### src/rtl/pwmenc_pkg.sv
package pwmenc_pkg;

    // Saturate x to the symmetric range -lim..+lim
    function automatic int sym_clamp(input int x, input int lim);
        if (x > lim)
            return lim;
        else if (x < -lim)
            return -lim;
        else
            return x;
    endfunction

    // Channel index: 1 serves the SYNC-high phase, 0 the SYNC-low phase
    localparam int CH_HI = 1;
    localparam int CH_LO = 0;

endpackage

### src/rtl/pwmenc_edge.sv
module pwmenc_edge (
    input  logic clk,
    input  logic rst_n,
    input  logic sync_in,
    output logic lvl_o,
    output logic start_o,
    output logic edge_o
);
    typedef struct packed {
        logic lvl;
        logic start;
    } edge_st_t;

    edge_st_t st_d, st_q;

    always_comb begin
        st_d       = st_q;
        st_d.lvl   = sync_in;
        st_d.start = sync_in & ~st_q.lvl;
    end

    always_ff @(posedge clk or negedge rst_n) begin
        if (!rst_n)
            st_q <= '0;
        else
            st_q <= st_d;
    end

    assign lvl_o   = st_q.lvl;
    assign start_o = st_q.start;
    assign edge_o  = sync_in ^ st_q.lvl;
endmodule

### src/rtl/pwmenc_timer.sv
module pwmenc_timer #(
    parameter int CNT_W = 16
) (
    input  logic             clk,
    input  logic             rst_n,
    input  logic             edge_i,
    input  logic             ended_hi_i,
    output logic [CNT_W-1:0] len_hi_o,
    output logic [CNT_W-1:0] len_lo_o,
    output logic             armed_o
);
    localparam logic [CNT_W-1:0] CNT_MAX = '1;
    localparam logic [CNT_W-1:0] CNT_ONE = CNT_W'(1);

    typedef struct packed {
        logic [CNT_W-1:0] cnt;
        logic [CNT_W-1:0] len_hi;
        logic [CNT_W-1:0] len_lo;
        logic             val_hi;
        logic             val_lo;
        logic             seen;
    } tmr_st_t;

    tmr_st_t st_d, st_q;

    always_comb begin
        st_d = st_q;
        if (edge_i) begin
            st_d.cnt  = CNT_ONE;
            st_d.seen = 1'b1;
            if (st_q.seen) begin
                if (ended_hi_i) begin
                    st_d.len_hi = st_q.cnt;
                    st_d.val_hi = 1'b1;
                end else begin
                    st_d.len_lo = st_q.cnt;
                    st_d.val_lo = 1'b1;
                end
            end
        end else if (st_q.cnt != CNT_MAX) begin
            st_d.cnt = st_q.cnt + CNT_ONE;
        end
    end

    always_ff @(posedge clk or negedge rst_n) begin
        if (!rst_n)
            st_q <= '0;
        else
            st_q <= st_d;
    end

    assign len_hi_o = st_q.len_hi;
    assign len_lo_o = st_q.len_lo;
    assign armed_o  = st_q.val_hi & st_q.val_lo;
endmodule

### src/rtl/pwmenc_duty.sv
module pwmenc_duty #(
    parameter int DATA_W = 8,
    parameter int CNT_W  = 16
) (
    input  logic signed [DATA_W-1:0] samp_i,
    input  logic signed [DATA_W-1:0] offs_i,
    input  logic        [CNT_W-1:0]  len_i,
    output logic        [CNT_W-1:0]  width_o
);
    import pwmenc_pkg::*;

    localparam int FS     = 2 ** (DATA_W - 1) - 1;
    localparam int CENTER = 2 * FS;
    localparam int DEN    = 10 * FS;
    localparam int PROD_W = CNT_W + DATA_W + 1;
    localparam logic [PROD_W-1:0] DEN_P = PROD_W'(DEN);

    int                samp_int;
    int                eff_int;
    logic [DATA_W:0]   num;
    logic [PROD_W-1:0] prod;

    always_comb begin
        samp_int = sym_clamp(int'(samp_i), FS);
        eff_int  = sym_clamp(samp_int + int'(offs_i), FS);
        num      = (DATA_W + 1)'(CENTER + eff_int);
        prod     = {{(DATA_W + 1){1'b0}}, len_i} * {{CNT_W{1'b0}}, num};
        width_o  = CNT_W'(prod / DEN_P);
    end
endmodule

### src/rtl/pwmenc_pulse.sv
module pwmenc_pulse #(
    parameter int CNT_W = 16
) (
    input  logic             clk,
    input  logic             rst_n,
    input  logic             load_i,
    input  logic [CNT_W-1:0] load_val_i,
    input  logic             fault_i,
    output logic             pwm_n_o
);
    localparam logic [CNT_W-1:0] ONE = CNT_W'(1);

    typedef struct packed {
        logic [CNT_W-1:0] rem;
        logic             out_n;
    } pls_st_t;

    pls_st_t st_d, st_q;

    always_comb begin
        st_d = st_q;
        if (load_i)
            st_d.rem = load_val_i;
        else if (st_q.rem != '0)
            st_d.rem = st_q.rem - ONE;
        st_d.out_n = fault_i | (st_d.rem == '0);
    end

    always_ff @(posedge clk or negedge rst_n) begin
        if (!rst_n) begin
            st_q.rem   <= '0;
            st_q.out_n <= 1'b1;
        end else begin
            st_q <= st_d;
        end
    end

    assign pwm_n_o = st_q.out_n;
endmodule

### src/rtl/dpwm_encoder.sv
module dpwm_encoder #(
    parameter int DATA_W = 8,
    parameter int CNT_W  = 16
) (
    input  logic                     clk,
    input  logic                     rst_n,
    input  logic                     sync_in,
    input  logic signed [DATA_W-1:0] samp_ch1,
    input  logic signed [DATA_W-1:0] samp_ch2,
    input  logic signed [DATA_W-1:0] offs_ch1,
    input  logic signed [DATA_W-1:0] offs_ch2,
    input  logic                     fault_in,
    output logic                     pwm_n,
    output logic                     chan1_active,
    output logic                     cycle_start
);
    import pwmenc_pkg::*;

    localparam int NCH = 2;

    logic             lvl;
    logic             sync_edge;
    logic             armed;
    logic [CNT_W-1:0] len_ch [NCH];
    logic [CNT_W-1:0] w_ch   [NCH];
    logic [CNT_W-1:0] load_val;

    pwmenc_edge u_edge (
        .clk     (clk),
        .rst_n   (rst_n),
        .sync_in (sync_in),
        .lvl_o   (lvl),
        .start_o (cycle_start),
        .edge_o  (sync_edge)
    );

    pwmenc_timer #(.CNT_W(CNT_W)) u_timer (
        .clk        (clk),
        .rst_n      (rst_n),
        .edge_i     (sync_edge),
        .ended_hi_i (lvl),
        .len_hi_o   (len_ch[CH_HI]),
        .len_lo_o   (len_ch[CH_LO]),
        .armed_o    (armed)
    );

    for (genvar c = 0; c < NCH; c++) begin : g_ch
        pwmenc_duty #(.DATA_W(DATA_W), .CNT_W(CNT_W)) u_duty (
            .samp_i  ((c == CH_HI) ? samp_ch1 : samp_ch2),
            .offs_i  ((c == CH_HI) ? offs_ch1 : offs_ch2),
            .len_i   (len_ch[c]),
            .width_o (w_ch[c])
        );
    end

    // New level on sync_in picks the channel whose half-period starts now
    always_comb begin
        if (!armed)
            load_val = '0;
        else if (sync_in)
            load_val = w_ch[CH_HI];
        else
            load_val = w_ch[CH_LO];
    end

    pwmenc_pulse #(.CNT_W(CNT_W)) u_pulse (
        .clk        (clk),
        .rst_n      (rst_n),
        .load_i     (sync_edge),
        .load_val_i (load_val),
        .fault_i    (fault_in),
        .pwm_n_o    (pwm_n)
    );

    assign chan1_active = lvl;
endmodule

### config.mk
export PLATFORM = sky130hd
export DESIGN_NAME = dpwm_encoder
export DESIGN_NICKNAME = d
export VERILOG_FILES = /design/src/rtl/pwmenc_pkg.sv /design/src/rtl/pwmenc_edge.sv /design/src/rtl/pwmenc_timer.sv /design/src/rtl/pwmenc_duty.sv /design/src/rtl/pwmenc_pulse.sv /design/src/rtl/dpwm_encoder.sv
export SDC_FILE = /design/constraint.sdc
export NUM_CORES = 1
export LEC_CHECK = 0
export CORE_UTILIZATION = 35
export DETAILED_ROUTE_END_ITERATION = 8
export PLACE_DENSITY_LB_ADDON = 0.3
export SLEW_MARGIN = 5
export SYNTH_ARGS = -nofsm -noshare
export SYNTH_HDL_FRONTEND = slang
export SYNTH_SLANG_ARGS = --single-unit
### constraint.sdc
create_clock -name clk -period 33.4 [get_ports clk]
set_input_delay 6.68 -clock clk [delete_from_list [all_inputs] [get_ports clk]]
set_output_delay 6.68 -clock clk [all_outputs]
set_load 0.02 [all_outputs]
==> qor.csv <==
metric,value,unit
post-DP HPWL,46900,um
vias in the first global route,19100,
Pre-antenna DRT Iters,7,
Yosys cell types,135,
Rows,89,
Root Driver,clkbuf_16,
RSZ-0062 raised after global routing,false,
total routing usage reported by global routing,0.193,
routability cong.,0.897,
endpoints failing setup,0,
"slowest stage delay, CP",0.62,ns
"EDFF count, synth",0,
vias,18900,
die width,248,um
CTS H-Tree Depth,3,
Tcrit/Tclk final,0.951,
full die area,61300,sq um
Wirelength per Cell,17.3,um
Ys Warns,0,
clock tree buffer depth,2,
"Core Util, Final",0.382,
initial antenna violation count,1,
TritonCTS Buffers,9,
cell mode on critical path,fa_1,
"Buf+Inv Stages, Crit Path",8,
Worst setup SP type,input port,
hold_buf cts,0,
Final Instance Count excl. Fillers,3361,
TritonCTS clock tree,yes,
Worst Path Required,33.64,ns
CP Data Arrival Time,32.01,ns
GRT overflow,0,
final worst setup slack,1.63,ns
# diodes,0,
Worst-path clk slew,0.06,ns
Top Ports,39,
Worst Path Max Fanout,17,
Clock Latency Late Sink,0.35,ns
Nets,2961,
Die Span Y,248,um
fmax,31.5,MHz
Filler cells,6063,
Layout area overhead,7.32,%
DR iter-0 viols,1233,
Post-Syn Instances,2594,
Core Region,59400,sq um
WS Path Type,in -> reg,
Synthesized Nets,2972,
Crit-path slowest cell,or4_1,
vias per std cell,5.61,
first-pass GRT wire length,97900,um
overall routed net length,58200,um
Async SR Flop Fraction,1.00,
Slew Limit Fails,0,
min cycle time layout,31.77,ns
kind of cell adding the most delay to the critical path,compound AO/OA/AOI/OAI gates,
Worst slew margin,0.273,
pin count of the biggest net entering global routing,71,
post-route ant nets,0,
share of post-route cells with drive strength above 1,0.0811,
Setup crit end kind,register,
Syn Area/Cell,8.14,sq um
Slew @ Worst Pin,1.08,ns
main flop type after synthesis,dfrtp_1,
Max-cap violations,0,
I/O Buffers,38,
CTS sink count,70,
#FFs+latches synth,70,
Hold Path Class,reg -> reg,
Min-Delay Path Depth,1,
DRC Markers,0,
Initial Utilization,0.356,
reg2reg path depth,62,
status,"complete, no violations",
number of cells on the critical path,87,
Syn Std Cell Area,21100,sq um
Clock Skews,0.0160,ns
dpl cells,3336,
TNS Setup,0,ns
"Seq/Total Area, Yosys",0.0830,
Final Hold Fails,0,
post-place setup slack,0.391,ns
final timing paths:
check                      slack, ns           startpoint              end
max reg2reg                    13.95  u_timer.len_hi_o[6]  u_pulse.pwm_n_o
min                             0.49      u_timer.st_q[1]  u_timer.st_q[1]
max in group asynchronous      26.30                rst_n  u_pulse.st_q[6]
min in group asynchronous       6.48                rst_n     u_edge.lvl_o
max                             1.63          samp_ch1[4]  u_pulse.pwm_n_o
min reg2reg                     0.49      u_timer.st_q[1]  u_timer.st_q[1]
cells in the final DEF, fill, tap and decap left out, types with 71 or more instances in the layout:
| cell | instances |
|---|---|
| inv_1 | 290 |
| and2_1 | 140 |
| a21oi_1 | 125 |
| ha_1 | 116 |
| fa_1 | 226 |
| nor2_1 | 135 |
| nand2b_1 | 71 |
| nand2_1 | 259 |
| o21ai_0 | 95 |
worst reg2reg max path, delay by kind of cell, from the launching register on:
kind,cells,cell delay [ns]
multiplexers,5,1.91
AO/OA/AOI/OAI,31,8.96
flip-flops,1,0.53
buffers and inverters,5,0.44
XOR/XNOR,2,0.65
AND/OR/NAND/NOR,13,4.01
adder cells (fa/ha/maj),6,2.87
metrics by stage:
| stage | hold slack (ns) | instance area, sq um |
|---|---|---|
| after floorplan | 0.448 | 21100 |
| after global placement | 0.471 | 22200 |
| after detailed placement | 0.473 | 22200 |
| after CTS | 0.490 | 22500 |
| after global routing | 0.499 | 22700 |
| final | 0.487 | 22700 |
kinds of logic (layout without fill, tap and decap cells):
kind of cell	Yosys count	after routing	synth area share
AOI/OAI and AO/OA	624	624	0.219
xor gates and xnor gates	124	124	0.0525
adders and majority gates	347	347	0.285
buffers and inverters	374	368	0.0679
DFF	70	70	0.0830
muxes	98	98	0.0511
and+or+nand+nor	957	957	0.241
synthesized netlist by cell type (8+ instances only):
library cell | instances | area share
and2_1 | 140 | 0.041
inv_1 | 290 | 0.052
mux2_2 | 45 | 0.024
o31ai_1 | 18 | 0.0064
xnor2_1 | 73 | 0.030
a31oi_1 | 26 | 0.0077
o21a_1 | 22 | 0.0078
or2_2 | 14 | 0.0041
o211ai_1 | 25 | 0.0089
o21ai_0 | 96 | 0.023
o21ai_1 | 19 | 0.0045
buf_1 | 12 | 0.0021
a22oi_1 | 9 | 0.0032
a211oi_1 | 21 | 0.0075
and4_1 | 9 | 0.0037
ha_1 | 116 | 0.069
or3_1 | 21 | 0.0062
nand4b_1 | 8 | 0.0033
and3_1 | 22 | 0.0065
fa_1 | 226 | 0.21
a21o_1 | 40 | 0.014
nand4_1 | 23 | 0.0068
nand2_1 | 259 | 0.046
nand3_1 | 59 | 0.014
o22ai_1 | 22 | 0.0065
dfrtp_1 | 69 | 0.082
or4_1 | 13 | 0.0046
a211o_1 | 13 | 0.0054
clkbuf_1 | 57 | 0.010
a21boi_0 | 8 | 0.0028
nor2b_1 | 70 | 0.021
nor2_1 | 135 | 0.024
mux2i_1 | 40 | 0.019
buf_2 | 9 | 0.0021
nand2b_1 | 71 | 0.021
o2111ai_1 | 9 | 0.0037
nor4_1 | 23 | 0.0068
a21oi_1 | 125 | 0.030
xor2_1 | 48 | 0.020
nor3_1 | 43 | 0.010
repair_timing:
item / 4_1_cts / 5_1_grt
endpoints found under the setup margin: 0 / 3
setup buffers: 0 / 9
endpoints found under the hold margin: 0 / 0
gates resized for setup: 0 / 11
routing by layer:
layer  up-vias  GRT usage  share of wire
met2       480      0.330           0.47
met4         0     0.0586          0.026
li1       9027          -              -
met5         -          0              0
met1      9271      0.259           0.46
met3        88     0.0149          0.042
flip-flops by register name, summed over array words and instances, names as in the netlist:
signal,flops
u_timer.len_lo_o,16
u_pulse.st_q,16
u_edge.start_o,1
u_timer.st_q,19
u_timer.len_hi_o,16
u_pulse.pwm_n_o,1
u_edge.lvl_o,1
final cells by class:
class	instances	area [sq um]	share of cell area
tap	773	967	0.0427
timing repair buffer	60	538	0.0237
multi-input combinational	2150	18000	0.795
inverter	292	1100	0.0484
sequential	70	1750	0.0774
clock buffer	10	229	0.0101
clock inverter	6	70.1	0.00309
Power is not shown: default switching activity piles up to over one toggle a cycle in this logic, so the estimate is an artifact.
